$ cat src/rtl/pfb_pkg.sv
package pfb_pkg;
    localparam int WORD_W     = 32;
    localparam int LINE_WORDS = 8;
    localparam int LINE_W     = WORD_W * LINE_WORDS;
    localparam int OFS_W      = $clog2(LINE_WORDS);
    localparam int BANKS      = 2;

    typedef enum logic [1:0] {
        S_IDLE,
        S_DEMAND,
        S_SEQ_CHECK,
        S_AUTOFILL
    } pfb_state_e;

    // Behavioural flash content: each word is derived from its own address.
    function automatic logic [WORD_W-1:0] flash_word(input logic [15:0] wa);
        return {~wa, wa};
    endfunction
endpackage

$ cat src/rtl/pfb_flash.sv
module pfb_flash
    import pfb_pkg::*;
#(
    parameter int AW       = 10,
    parameter int BASE_LAT = 1
) (
    input  logic                 clk,
    input  logic                 rst_n,
    input  logic                 start,
    input  logic                 abort,
    input  logic [AW-OFS_W-1:0]  line_addr,
    input  logic [2:0]           wait_states,
    output logic                 busy,
    output logic                 done,
    output logic [LINE_W-1:0]    line_data
);
    localparam int LAW   = AW - OFS_W;
    localparam int CNT_W = $clog2(BASE_LAT + 6) + 1;
    localparam int WPB   = LINE_WORDS / BANKS;

    logic [LAW-1:0]   addr_q;
    logic [CNT_W-1:0] cnt_q;
    logic             busy_q;

    always_ff @(posedge clk or negedge rst_n) begin
        if (!rst_n) begin
            busy_q <= 1'b0;
            cnt_q  <= '0;
            addr_q <= '0;
        end else if (abort) begin
            busy_q <= 1'b0;
        end else if (start) begin
            busy_q <= 1'b1;
            cnt_q  <= CNT_W'(BASE_LAT) + CNT_W'(wait_states);
            addr_q <= line_addr;
        end else if (busy_q) begin
            if (cnt_q == '0) busy_q <= 1'b0;
            else             cnt_q  <= cnt_q - 1'b1;
        end
    end

    assign busy = busy_q;
    assign done = busy_q && (cnt_q == '0);

    // Two interleaved banks: bank b supplies words b, b+2, b+4, b+6.
    for (genvar b = 0; b < BANKS; b++) begin : g_bank
        for (genvar k = 0; k < WPB; k++) begin : g_word
            localparam int W = k * BANKS + b;
            logic [AW-1:0] wa;
            assign wa = {addr_q, OFS_W'(W)};
            assign line_data[W*WORD_W +: WORD_W] = flash_word(16'(wa));
        end
    end

    assert_start_idle_R3: assert property (@(posedge clk) disable iff (!rst_n)
        start |-> !busy_q);
    assert_ws_range_R3: assert property (@(posedge clk) disable iff (!rst_n)
        start |-> (wait_states <= 3'd5));
endmodule

$ cat src/rtl/pfb_repl.sv
module pfb_repl #(
    parameter int NBUF = 4
) (
    input  logic                     clk,
    input  logic                     rst_n,
    input  logic                     clear,
    input  logic                     two_mode,
    input  logic                     touch,
    input  logic                     fill,
    input  logic [$clog2(NBUF)-1:0]  touch_idx,
    output logic [$clog2(NBUF)-1:0]  victim_idx
);
    localparam int IDX_W = $clog2(NBUF);
    localparam int AGE_W = IDX_W;

    logic [AGE_W-1:0] age_q [NBUF];
    logic             ptr_q;
    logic [NBUF-1:0]  oldest;
    logic [IDX_W-1:0] lru_idx;

    always_ff @(posedge clk or negedge rst_n) begin
        if (!rst_n) begin
            for (int i = 0; i < NBUF; i++) age_q[i] <= AGE_W'(NBUF - 1 - i);
            ptr_q <= 1'b0;
        end else if (clear) begin
            for (int i = 0; i < NBUF; i++) age_q[i] <= AGE_W'(NBUF - 1 - i);
            ptr_q <= 1'b0;
        end else begin
            if (touch && !two_mode) begin
                for (int i = 0; i < NBUF; i++) begin
                    if (IDX_W'(i) == touch_idx)            age_q[i] <= '0;
                    else if (age_q[i] < age_q[touch_idx])  age_q[i] <= age_q[i] + 1'b1;
                end
            end
            if (fill && two_mode) ptr_q <= ~touch_idx[0];
        end
    end

    for (genvar g = 0; g < NBUF; g++) begin : g_old
        assign oldest[g] = (age_q[g] == AGE_W'(NBUF - 1));
    end

    always_comb begin
        lru_idx = '0;
        for (int i = 0; i < NBUF; i++) begin
            if (oldest[i]) lru_idx = IDX_W'(i);
        end
        victim_idx = two_mode ? IDX_W'(ptr_q) : lru_idx;
    end

    assert_single_lru_R4: assert property (@(posedge clk) disable iff (!rst_n)
        $countones(oldest) == 1);
    assert_alternate_R5: assert property (@(posedge clk) disable iff (!rst_n)
        (two_mode && fill && !clear) |=> (!two_mode || victim_idx != $past(touch_idx)));
endmodule

$ cat src/rtl/pfb_ctrl.sv
module pfb_ctrl
    import pfb_pkg::*;
#(
    parameter int AW       = 10,
    parameter int BASE_LAT = 1,
    parameter int NBUF     = 4
) (
    input  logic              clk,
    input  logic              rst_n,
    input  logic              cfg_two_buf,
    input  logic              flush,
    input  logic              autofill_en,
    input  logic [2:0]        wait_states,
    input  logic              req_valid,
    input  logic [AW-1:0]     req_addr,
    output logic              rsp_ready,
    output logic [WORD_W-1:0] rsp_data
);
    localparam int LAW   = AW - OFS_W;
    localparam int IDX_W = $clog2(NBUF);

    pfb_state_e state_q, state_d;

    logic [LAW-1:0]    tag_q  [NBUF];
    logic [LINE_W-1:0] line_q [NBUF];
    logic [NBUF-1:0]   valid_q;
    logic [NBUF-1:0]   en_mask;
    logic [NBUF-1:0]   hit_vec;
    logic [NBUF-1:0]   next_vec;
    logic              mode_q;
    logic [LAW-1:0]    fill_line_q;

    logic [LAW-1:0]    req_line;
    logic [OFS_W-1:0]  req_ofs;
    logic [LAW-1:0]    next_line;
    logic [LAW-1:0]    start_line;
    logic              hit;
    logic              next_present;
    logic [IDX_W-1:0]  hit_idx;
    logic [IDX_W-1:0]  victim_idx;
    logic              flush_all;
    logic              fill_we;
    logic              flash_start;
    logic              flash_busy;
    logic              flash_done;
    logic [LINE_W-1:0] flash_line;
    logic              touch;
    logic [IDX_W-1:0]  touch_idx;

    assign req_line  = req_addr[AW-1:OFS_W];
    assign req_ofs   = req_addr[OFS_W-1:0];
    assign next_line = fill_line_q + LAW'(1);
    assign flush_all = flush || (cfg_two_buf != mode_q);
    assign fill_we   = flash_done && !flush_all &&
                       ((state_q == S_DEMAND) || (state_q == S_AUTOFILL));

    for (genvar i = 0; i < NBUF; i++) begin : g_cmp
        assign en_mask[i]  = !mode_q || (i < 2);
        assign hit_vec[i]  = valid_q[i] && en_mask[i] && (tag_q[i] == req_line);
        assign next_vec[i] = valid_q[i] && en_mask[i] && (tag_q[i] == next_line);
    end

    assign hit          = |hit_vec;
    assign next_present = |next_vec;

    always_comb begin
        hit_idx = '0;
        for (int i = 0; i < NBUF; i++) begin
            if (hit_vec[i]) hit_idx = IDX_W'(i);
        end
    end

    pfb_flash #(.AW(AW), .BASE_LAT(BASE_LAT)) u_flash (
        .clk         (clk),
        .rst_n       (rst_n),
        .start       (flash_start),
        .abort       (flush_all),
        .line_addr   (start_line),
        .wait_states (wait_states),
        .busy        (flash_busy),
        .done        (flash_done),
        .line_data   (flash_line)
    );

    assign touch     = fill_we || rsp_ready;
    assign touch_idx = fill_we ? victim_idx : hit_idx;

    pfb_repl #(.NBUF(NBUF)) u_repl (
        .clk        (clk),
        .rst_n      (rst_n),
        .clear      (flush_all),
        .two_mode   (mode_q),
        .touch      (touch),
        .fill       (fill_we),
        .touch_idx  (touch_idx),
        .victim_idx (victim_idx)
    );

    // State register
    always_ff @(posedge clk or negedge rst_n) begin
        if (!rst_n) state_q <= S_IDLE;
        else        state_q <= state_d;
    end

    // Next state and flash launch
    always_comb begin
        state_d     = state_q;
        flash_start = 1'b0;
        start_line  = req_line;
        if (flush_all) begin
            state_d = S_IDLE;                       // flush_abort
        end else begin
            unique case (state_q)
                S_IDLE: begin
                    if (req_valid && !hit && !flash_busy) begin
                        flash_start = 1'b1;         // miss_start
                        state_d     = S_DEMAND;
                    end
                end
                S_DEMAND: begin
                    if (fill_we) state_d = S_SEQ_CHECK;   // fill_done
                end
                S_SEQ_CHECK: begin
                    if (req_valid && !hit) begin
                        flash_start = 1'b1;         // miss_start
                        state_d     = S_DEMAND;
                    end else if (autofill_en && !next_present) begin
                        flash_start = 1'b1;         // auto_start
                        start_line  = next_line;
                        state_d     = S_AUTOFILL;
                    end else begin
                        state_d = S_IDLE;           // auto_skip
                    end
                end
                S_AUTOFILL: begin
                    if (fill_we) state_d = S_IDLE;  // auto_done
                end
                default: state_d = S_IDLE;
            endcase
        end
    end

    // Response outputs
    always_comb begin
        rsp_ready = req_valid && hit && !flush_all && !fill_we;
        rsp_data  = line_q[hit_idx][WORD_W*req_ofs +: WORD_W];
    end

    // Buffer storage
    always_ff @(posedge clk or negedge rst_n) begin
        if (!rst_n) begin
            valid_q     <= '0;
            mode_q      <= 1'b0;
            fill_line_q <= '0;
            for (int i = 0; i < NBUF; i++) begin
                tag_q[i]  <= '0;
                line_q[i] <= '0;
            end
        end else begin
            mode_q <= cfg_two_buf;
            if (flash_start) fill_line_q <= start_line;
            if (flush_all) begin
                valid_q <= '0;
            end else if (fill_we) begin
                valid_q[victim_idx] <= 1'b1;
                tag_q[victim_idx]   <= fill_line_q;
                line_q[victim_idx]  <= flash_line;
            end
        end
    end

    assert_ready_needs_req_R2: assert property (@(posedge clk) disable iff (!rst_n)
        rsp_ready |-> req_valid);
    assert_unique_hit_R2: assert property (@(posedge clk) disable iff (!rst_n)
        $onehot0(hit_vec));
    assert_flush_clears_R6: assert property (@(posedge clk) disable iff (!rst_n)
        flush |=> (valid_q == '0));
    assert_mode_clears_R7: assert property (@(posedge clk) disable iff (!rst_n)
        (cfg_two_buf != mode_q) |=> (valid_q == '0));
    assert_pair_only_R5: assert property (@(posedge clk) disable iff (!rst_n)
        mode_q |-> (valid_q[NBUF-1:2] == '0));
    assert_autofill_gate_R8: assert property (@(posedge clk) disable iff (!rst_n)
        (state_q == S_AUTOFILL && $past(state_q) == S_SEQ_CHECK) |-> $past(autofill_en));
endmodule

$ cat config.mk
export PLATFORM = sky130hd
export DESIGN_NAME = pfb_ctrl
export DESIGN_NICKNAME = d
export VERILOG_FILES = /design/src/rtl/pfb_pkg.sv /design/src/rtl/pfb_flash.sv /design/src/rtl/pfb_repl.sv /design/src/rtl/pfb_ctrl.sv
export SDC_FILE = /design/constraint.sdc
export NUM_CORES = 1
export LEC_CHECK = 0
export BUFFER_PORTS_ARGS = -buffer_cell sky130_fd_sc_hd__buf_4
export CAP_MARGIN = 20
export CORE_AREA = 4 4 128 130
export DETAILED_ROUTE_END_ITERATION = 10
export DIE_AREA = 0 0 132 134
export GPL_ROUTABILITY_DRIVEN = 0
export HOLD_SLACK_MARGIN = 0.06
export SLEW_MARGIN = 10
export SYNTH_ARGS = -nofsm -noshare
export SYNTH_HDL_FRONTEND = slang
export SYNTH_SLANG_ARGS = --single-unit
$ cat constraint.sdc
create_clock -name clk -period 4.8 [get_ports clk]
set_input_delay 0.48 -clock clk [delete_from_list [all_inputs] [get_ports clk]]
set_output_delay 0.48 -clock clk [all_outputs]
set_load 0.01 [all_outputs]
==> results.yml, run 1 <==
global_routing:
  grt_pass1_vias: 4795
  antenna_found_initial: 0
  use_met2: 0.313
  grt_first_pass_wirelength_mm: 25.9
  use_met1: 0.232
  busiest_layer: "met2"
  grt_remaining_overflow: 0
  grtUsageMet3: 0.0413
  grt_start_max_net_pins: 55
  grt_usage: 0.183
detailed_routing:
  via_count: 4916
  post-route-drc-count: 0
  routedWlPerCell_um: 17.9
  antenna_violating_nets_post_route: 0
  drtIter0Drc: 375
  routed_wl_mm: 15.8
  drtPass1Iterations: 5
  viasPerCell: 5.60
synthesis:
  synth.largest_area_cell: "dfrtp_1"
  syn_avg_cell_area_um2: 8.39
  yosysTopAreaCellShare: 0.370
  yosysSeqAreaShare: 0.388
  synth_most_common_cell: "nand2_1"
  synth_area_mm2: 0.00568
  synth_warnings: 0
  synth.area.top_cells: "dfrtp_1, nand2_1, xnor2_1, o21ai_0, nor2_1"
  synthCells: 677
  synth-main-ff-cell: "dfrtp_1"
  async_flop_share: 1.00
  synth_edf_count: 0
  yosysUniqueCellTypes: 69
  ys_top_cells_by_count: "nand2_1, dfrtp_1, o21ai_0"
  ys_ff_latch: 88
floorplanning:
  core_mm2: 0.0151
  dieHeight_um: 134
  fp.dieArea_mm2: 0.0177
  die_x_um: 132
  ios: 52
  initial_core_util: 0.375
  row_count: 45
power:
  pwr-share-seq: 0.441
  combPwrFrac: 0.210
  p_clk_frac: 0.349
  internal_power_mw: 1.39
  vdd_ir_drop_max_uv: 208
  swShare: 0.327
  leakagePower_nw: 2.87
  power.switching_mw: 0.676
  power-per-cell-area_mw_per_mm2: 326
timing:
  final.setup.tns_ps: 0
  maxSlewViolCount: 0
  worst_clock_skew_ps: 7.86
  setup_viol_count_final: 0
  fin_crit_sh: 0.828
  fmax_mhz: 251
  rsz0062_at_grt: "false"
  worst_pin_slew_ps: 854
  maxSlewHeadroom: 0.431
  period_minus_slack_ps: 3980
  hold_viol_final: 0
critical_path:
  cp_slowest_cell: "or3_1"
  cp_cell_sequence: "inv_1, ha_1, nor3b_1, nand4bb_1, or3_1, buf_4, o41ai_2, nor2b_1, nor3_1, o21ai_0, ha_1, or4b_1, o21ai_0, a21oi_1"
  critPathCaptureType: "flop"
  crit_required_ps: 5040
  cp_max_fo: 25
  path_class: "flop to flop"
  worstPathArrival_ps: 4210
  reg2reg_setup_slack_ps: 820
  slowest_delay_ps: 530
  start_kind: "flop"
outcome:
  status: "complete, no violations"
clock_tree:
  post_cts_resized: 0
  cts_buffers: 9
  htree_levels: 3
  cts_root_buf: "clkbuf_16"
  cts_buffer_depth: 2
  clk_latency_ps: 360
  ctsHoldBuffers: 0
  clk_pin_slew_ps: 70
  cts_tree: "yes"
  cts_setup_buffers: 0
  clock_sinks: 88
placement:
  port_buffers: 45
  placed_area_mm2: 0.00605
  place_hpwl_mm: 11.4
flow_run:
  maxCapViolations: 0
layout:
  stdcell_area_mm2: 0.00634
  nNetsFinal: 714
  area_delta_synth_final_pct: 11.6
  drive_gt1_frac: 0.138
  antenna_cells: 0
worst_hold_path:
  hold_class: "input pin to async pin"
-- sequential cells by signal, indices dropped and copies added (netlist names) --
register / count
u_repl.ptr_q: 1
mode_q: 1
line_q: 48
u_repl.age_q: 8
tag_q: 12
fill_line_q: 7
u_flash.cnt_q: 4
valid_q: 4
state_q: 2
u_flash.busy: 1
-- cells by family after synthesis --
group                    count (synthesis)  share of synthesized area
flip-flops                              88                      0.388
adder cells (fa/ha/maj)                 10                     0.0220
XOR/XNOR                                64                      0.101
other                                    1                   0.000660
multiplexers                            26                     0.0476
AND/OR/NAND/NOR                        268                      0.220
AO/OA/AOI/OAI                          143                      0.157
buffers and inverters                   77                     0.0634
-- power by group through the flow --
stage	Sequential [mW]	Clock (mW)	Combinational [mW]
2_1_floorplan	0.838	0	0.387
5_1_grt	0.921	0.761	0.487
3_5_place_dp	0.922	0	0.432
3_3_place_gp	0.917	0	0.419
4_1_cts	0.908	0.737	0.434
6_report	0.912	0.720	0.434
-- routing by layer --
| layer | routed length [µm] | vias up |
|---|---|---|
| met4 | 326 | 0 |
| li1 | - | 2314 |
| met2 | 7810 | 165 |
| met5 | 0 | - |
| met1 | 6750 | 2405 |
| met3 | 862 | 32 |
-- placed cells by master, fill, tap and decap left out, types with 7 or more instances in the layout --
cell,n
xor2_1,19
o21ai_0,62
inv_1,11
ha_1,10
nor2b_1,11
xnor2_1,44
mux2i_1,18
nor2_1,57
nor3_1,10
dfrtp_1,84
nand2_1,124
o21ai_1,7
a21oi_1,24
clkbuf_16,9
nand2b_1,8
buf_4,56
nand3_1,13
nand4_1,9
a31oi_1,8
o211ai_1,10
-- area by class of cell --
class / instances / area [µm²]
inverters: 13 / 48.8
clock buffers: 10 / 229
well taps: 188 / 235
repair buffers: 56 / 420
flip-flops and latches: 88 / 2210
clock inverters: 6 / 67.6
fillers: 1510 / 8800
multi-input cells: 517 / 3140
-- through the flow --
step	instances	setup WS, ps	utilization	hold slack [ps]	power [mW]
6_report	878	824	0.419	79.1	2.07
2_1_floorplan	682	1690	-	184	1.23
3_3_place_gp	862	1050	0.399	451	1.34
3_5_place_dp	862	912	0.399	453	1.35
4_1_cts	878	868	0.419	96.2	2.08
5_1_grt	878	436	0.419	116	2.17
-- final timing paths --
check / end / cells past startpoint / start
setup / recovery: u_repl.age_q[0]$_DFFE_PN0P_ / 14 / u_flash.cnt_q[1]$_DFFE_PN0P_
hold / removal: line_q[244]$_DFFE_PN0P_ / 1 / rst_n
setup reg to reg: u_repl.age_q[0]$_DFFE_PN0P_ / 14 / u_flash.cnt_q[1]$_DFFE_PN0P_
hold reg to reg: line_q[1022]$_DFFE_PN0P_ / 1 / line_q[1022]$_DFFE_PN0P_
max in group asynchronous: tag_q[27]$_DFFE_PN0P_ / 2 / rst_n
min in group clk: mode_q$_DFF_PN0_ / 1 / cfg_two_buf
-- critical path, delay by kind of cell, from the launching register on --
kind            cells  cell delay (ps)
fa+ha+maj           2              530
compound gates      4              540
buf+inv             2              330
simple gates        6             2060
flops               1              390
No activity file was read; power rests on OpenSTA's default activity.
==> inputs of run 2 (changes only) <==
==> constraint.sdc (replaced) <==
create_clock -name clk -period 3.71 [get_ports clk]
set_input_delay 0.371 -clock clk [delete_from_list [all_inputs] [get_ports clk]]
set_output_delay 0.371 -clock clk [all_outputs]
set_load 0.01 [all_outputs]
==> run 2 against run 1 <==
  * Sequential share of layout area fell by 0.63 points
  * Clock-buffer cell count shrank 1
  * Via count fell by 0.69%
  * Critical endpoint is now rsp_data[30]
  * Clock power is 42% higher
  * Power is 35% higher
  * Largest cell class unchanged
  * Largest power group unchanged
  * Sequential power rose by 24%
  * Global-route usage hardly changed
  * Sequential cell count unchanged
  * Setup slack got worse by 510 ps
==> results.yml, run 2 (synthesized netlist as in run 1, its figures left out) <==
critical_path:
  r2r_cells: 11
  regToRegEndpoint: "u_flash.cnt_q[1]$_DFFE_PN0P_"
  cp_max_fo: 18
  start_kind: "flop"
  worstReg2RegStart: "fill_line_q[1]$_DFFE_PN0P_"
  path_class: "flop to output pin"
  crit_required_ps: 3340
  reg2reg_setup_slack_ps: 350
  critPathCaptureType: "output pin"
  worstPathArrival_ps: 3020
timing:
  fmax_mhz: 295
  hold_ws_ps: 118
  hold_viol_final: 0
  setup_viol_count_final: 0
  worst_clock_skew_ps: 6.09
  fin_crit_sh: 0.915
  maxSlewViolCount: 0
  worst_pin_slew_ps: 826
  rsz0062_at_grt: "false"
  fin_ws_ps: 316
  period_minus_slack_ps: 3390
  maxSlewHeadroom: 0.449
  final.setup.tns_ps: 0
clock_tree:
  clock_sinks: 88
  cts_buffers: 9
  clk_pin_slew_ps: 70
  clk_latency_ps: 350
  htree_levels: 3
  cts_buffer_depth: 2
  cts_root_buf: "clkbuf_16"
  cts_tree: "yes"
global_routing:
  grt_start_max_net_pins: 66
  grt_usage: 0.183
  grt_first_pass_wirelength_mm: 26.0
  grt_pass1_vias: 4847
  grt_remaining_overflow: 0
  antenna_found_initial: 0
detailed_routing:
  drtPass1Iterations: 5
  antenna_violating_nets_post_route: 0
  post-route-drc-count: 0
  drtIter0Drc: 423
  via_count: 4882
  routed_wl_mm: 15.8
  viasPerCell: 5.50
  routedWlPerCell_um: 17.8
placement:
  dp.cells: 872
  placed_area_mm2: 0.00612
  pre_cts_ws_ps: 185
  port_buffers: 45
  place_hpwl_mm: 11.4
power:
  total_power_mw: 2.78
  internal_power_mw: 1.89
  power-per-cell-area_mw_per_mm2: 430
  combPwrFrac: 0.229
  swShare: 0.320
  p_clk_frac: 0.365
  power.switching_mw: 0.891
  pwr-share-seq: 0.406
  vdd_ir_drop_max_uv: 269
  leakagePower_nw: 2.93
layout:
  final_common_cell: "nand2_1"
  post-route-util: 0.427
  reg.largest.list: "line_q x48, tag_q x12, u_repl.age_q x8"
  largest_reg_flops: 48
  n_fill_cell: 1493
  finalNonFillerCells: 888
  final_cell_mix: "nand2_1, dfrtp_1, buf_4"
  regMostFlops: "line_q"
  drive_gt1_frac: 0.156
  antenna_cells: 0
  nNetsFinal: 724
  area_delta_synth_final_pct: 13.7
  stdcell_area_mm2: 0.00646
flow_run:
  maxCapViolations: 0
floorplanning:
  fp.dieArea_mm2: 0.0177
  dieHeight_um: 134
  ios: 52
  initial_core_util: 0.375
  core_mm2: 0.0151
  row_count: 45
  die_x_um: 132
worst_hold_path:
  hold_class: "input pin to async pin"
outcome:
  status: "complete, no violations"
run 2: changes by cell type in the layout (fill, tap and decap cells not counted), sizes merged:
cell and delta:
buf +10, bufinv +1, clkbuf -1, clkinvlp -1, inv +1
run 2: cell type report:
cell class,instances,area (µm²),share of cell area
Clock buffer,9,225,0.0349
Clock inverter,7,98.8,0.0153
Inverter,13,48.8,0.00755
Multi-Input combinational cell,517,3150,0.488
Sequential cell,88,2210,0.342
Tap cell,188,235,0.0364
Timing Repair Buffer,66,495,0.0767
run 2: critical path, stage by stage, from the launching register on:
cell and delay (ps):
dfrtp_1 430, xnor2_1 250, nand4_1 140, nor2_2 300
buf_4 390, mux2i_1 260, a211oi_1 90, a21oi_1 420
inv_1 190, buf_4 190
run 2: power groups by stage:
stage / clock, mW / combinational [mW] / sequential, mW
floorplan: 0 / 0.501 / 1.08
global placement: 0 / 0.607 / 1.14
detailed placement: 0 / 0.623 / 1.15
CTS: 1.03 / 0.627 / 1.13
global route: 1.06 / 0.705 / 1.14
finish: 1.02 / 0.636 / 1.13
run 2: routing by layer:
metal,track usage,vias to the layer above,share of wire
li1,-,2336,-
met1,0.227,2388,0.43
met2,0.318,128,0.50
met3,0.0315,30,0.047
met4,0.0735,0,0.022
met5,0,-,0
run 2: worst max-delay path by stage:
stage          slack, ps  depth (start not counted)                   startpoint                           to
2_1_floorplan        600                         13  u_repl.age_q[2]$_DFFE_PN1P_  u_repl.age_q[0]$_DFFE_PN0P_
3_3_place_gp         260                         10   fill_line_q[1]$_DFFE_PN0P_   fill_line_q[4]$_DFFE_PN0P_
3_5_place_dp         190                         10   fill_line_q[1]$_DFFE_PN0P_   fill_line_q[4]$_DFFE_PN0P_
4_1_cts              160                         10   fill_line_q[1]$_DFFE_PN0P_   fill_line_q[4]$_DFFE_PN0P_
5_1_grt               20                          9      line_q[739]$_DFFE_PN0P_                 rsp_data[31]
6_report             320                          9      line_q[742]$_DFFE_PN0P_                 rsp_data[30]
run 2: repair_timing:
action / CTS / global route
endpoints found under the setup margin: 0 / 10
hold buffers: 0 / 0
gates resized for setup: 0 / 4
buffers inserted: 0 / 0
==> inputs of run 3 (changes only) <==
--- a/config.mk
+++ b/config.mk
@@ -5,13 +5,14 @@
 export SDC_FILE = /design/constraint.sdc
 export NUM_CORES = 1
 export LEC_CHECK = 0
+export ABC_AREA = 1
 export BUFFER_PORTS_ARGS = -buffer_cell sky130_fd_sc_hd__buf_4
-export CAP_MARGIN = 20
-export CORE_AREA = 4 4 128 130
+export CAP_MARGIN = 25
+export CORE_AREA = 4 4 130 132
 export DETAILED_ROUTE_END_ITERATION = 10
-export DIE_AREA = 0 0 132 134
+export DIE_AREA = 0 0 134 136
 export GPL_ROUTABILITY_DRIVEN = 0
-export HOLD_SLACK_MARGIN = 0.06
+export HOLD_SLACK_MARGIN = 0.1
 export SLEW_MARGIN = 10
 export SYNTH_ARGS = -nofsm -noshare
 export SYNTH_HDL_FRONTEND = slang
==> run 3 against run 2 <==
  * Synthesized cell count is 24% higher
  * Global-route usage is 0.78 points higher
  * Critical path depth is 4 higher
  * First-iteration DRC count is 5.2% lower
  * Combinational power is 44% higher
  * Area after synthesis is 3.2% higher
  * Clock skew is 2.6 ps higher
  * Clock power is 8% lower
  * Design area is 3.5% higher
==> results.yml, run 3 <==
outcome:
  status: "complete, no violations"
layout:
  antenna_cells: 0
  regMostFlops: "line_q"
  drive_gt1_frac: 0.131
  area_delta_synth_final_pct: 14.1
  reg.largest.list: "line_q x48, tag_q x12, u_repl.age_q x8"
  final_cell_mix: "nand2_1, inv_1, dfrtp_1"
  final_common_cell: "nand2_1"
  nNetsFinal: 908
  stdcell_area_mm2: 0.00669
  largest_reg_flops: 48
power:
  pwr-share-seq: 0.394
  power.switching_mw: 1.12
  power-per-cell-area_mw_per_mm2: 458
  swShare: 0.364
  combPwrFrac: 0.299
  p_clk_frac: 0.307
  internal_power_mw: 1.95
  vdd_ir_drop_max_uv: 228
  leakagePower_nw: 3.43
clock_tree:
  cts_buffers: 9
  clock_sinks: 88
  cts_buffer_depth: 2
  clk_latency_ps: 360
  clk_pin_slew_ps: 60
  cts_tree: "yes"
  cts_root_buf: "clkbuf_16"
  ctsHoldBuffers: 1
  post_cts_resized: 0
  htree_levels: 3
  cts_setup_buffers: 0
floorplanning:
  die_x_um: 134
  row_count: 46
  core_mm2: 0.0157
  ios: 52
  fp.dieArea_mm2: 0.0182
  initial_core_util: 0.373
  dieHeight_um: 136
synthesis:
  synth_most_common_cell: "nand2_1"
  yosysTopAreaCellShare: 0.359
  ys_top_cells_by_count: "nand2_1, inv_1, dfrtp_1"
  ys_ff_latch: 88
  synth.largest_area_cell: "dfrtp_1"
  async_flop_share: 1.00
  synth_area_mm2: 0.00586
  synthCells: 842
  yosysUniqueCellTypes: 46
  synth-main-ff-cell: "dfrtp_1"
  yosysSeqAreaShare: 0.376
  syn_avg_cell_area_um2: 6.96
  synth_edf_count: 0
  synth.area.top_cells: "dfrtp_1, nand2_1, inv_1, o21ai_0, nand3_1"
  synth_warnings: 0
critical_path:
  crit_required_ps: 3340
  cp_cell_sequence: "inv_2, nand2_2, nor2_1, nand2_1, nor2_1, nand2_2, nand2_1, nand2_4, inv_1, o221ai_1, nand2_1, inv_1, buf_4"
  cp_max_fo: 12
  worstPathArrival_ps: 2840
  path_class: "flop to output pin"
  reg2reg_setup_slack_ps: 560
  path_common_cell: "nand2_1"
  worstReg2RegStart: "u_flash.cnt_q[0]$_DFFE_PN0P_"
  regToRegEndpoint: "u_repl.age_q[4]$_DFFE_PN0P_"
  slowest_delay_ps: 450
  cp_slowest_cell: "dfrtp_1"
  start_kind: "flop"
  critPathLaunch: "mode_q$_DFF_PN0_"
  r2r_cells: 19
  critPathCaptureType: "output pin"
detailed_routing:
  routedWlPerCell_um: 15.2
  antenna_violating_nets_post_route: 0
  drtIter0Drc: 401
  drtPass1Iterations: 5
  routed_wl_mm: 16.7
  via_count: 5431
  viasPerCell: 4.94
  post-route-drc-count: 0
timing:
  maxSlewViolCount: 0
  worst_pin_slew_ps: 540
  fin_ws_ps: 498
  worst_clock_skew_ps: 8.64
  fin_crit_sh: 0.866
  period_minus_slack_ps: 3210
  hold_viol_final: 0
  final.setup.tns_ps: 0
  maxSlewHeadroom: 0.640
  rsz0062_at_grt: "false"
  setup_viol_count_final: 0
  fmax_mhz: 311
placement:
  pre_cts_ws_ps: 551
  placed_area_mm2: 0.00638
  port_buffers: 45
  place_hpwl_mm: 12.6
global_routing:
  grt_usage: 0.191
  grt_remaining_overflow: 0
  antenna_found_initial: 0
  grt_start_max_net_pins: 44
  grt_pass1_vias: 5141
  grt_first_pass_wirelength_mm: 27.1
worst_hold_path:
  min_path_cells: 1
  hold_path_end: "mode_q$_DFF_PN0_"
  holdCritStartpoint: "cfg_two_buf"
  hold_class: "input pin to flop"
flow_run:
  maxCapViolations: 0
==> run 3: kinds of logic (layout without fill, tap and decap cells) <==
family / count (synthesis) / count (layout) / share of synthesized area
AND/OR/NAND/NOR: 418 / 418 / 0.308
buffers and inverters: 163 / 200 / 0.117
AO/OA/AOI/OAI: 143 / 143 / 0.149
flip-flops: 88 / 88 / 0.376
XOR/XNOR: 19 / 19 / 0.0284
adder cells (fa/ha/maj): 10 / 10 / 0.0213
other: 1 / 6 / 0.000640
==> run 3: worst max-delay path: cells and delay by family (launching register included) <==
family | cells | cell delay [ps]
AO/OA/AOI/OAI | 1 | 150
buffers and inverters | 4 | 800
flip-flops | 1 | 450
AND/OR/NAND/NOR | 8 | 1090
==> run 3: per-stage QoR <==
stage	power (mW)	instances	utilization	hold WS, ps
3_3_place_gp	2.12	1082	0.404	439
6_report	3.06	1100	0.426	140
3_5_place_dp	2.13	1083	0.406	392
5_1_grt	3.28	1100	0.426	135
2_1_floorplan	1.86	847	-	75.4
4_1_cts	3.08	1100	0.426	130
==> run 3: layout make-up <==
class / count / area [µm²]
Clock buffer: 13 / 260
Clock inverter: 3 / 40.0
Fill cell: 1634 / 9020
Inverter: 129 / 487
Multi-Input combinational cell: 596 / 2990
Sequential cell: 88 / 2210
Tap cell: 216 / 270
Timing Repair Buffer: 55 / 435
==> run 3: worst max path at each step <==
| stage | to | slack (ps) | cells after the start |
|---|---|---|---|
| CTS | rsp_data[30] | 440 | 13 |
| global route | rsp_data[30] | 190 | 13 |
| detailed placement | u_repl.age_q[4]$_DFFE_PN0P_ | 550 | 25 |
| global placement | u_repl.age_q[3]$_DFFE_PN0P_ | 590 | 25 |
| finish | rsp_data[29] | 500 | 13 |
| floorplan | u_repl.age_q[4]$_DFFE_PN0P_ | 940 | 22 |
==> run 3: power by group through the flow <==
stage / sequential, mW / combinational (mW) / clock, mW
after floorplan: 1.16 / 0.694 / 0
after global placement: 1.22 / 0.903 / 0
after detailed placement: 1.22 / 0.909 / 0
after CTS: 1.20 / 0.918 / 0.962
after global routing: 1.22 / 1.06 / 1.00
final: 1.21 / 0.917 / 0.941
==> run 3: per-layer routing <==
| layer | part of all wire | routed length (µm) | track usage |
|---|---|---|---|
| met1 | 0.47 | 7870 | 0.264 |
| met2 | 0.46 | 7610 | 0.305 |
| met3 | 0.054 | 898 | 0.0311 |
| met4 | 0.021 | 349 | 0.0640 |
| met5 | 0 | 0 | 0 |
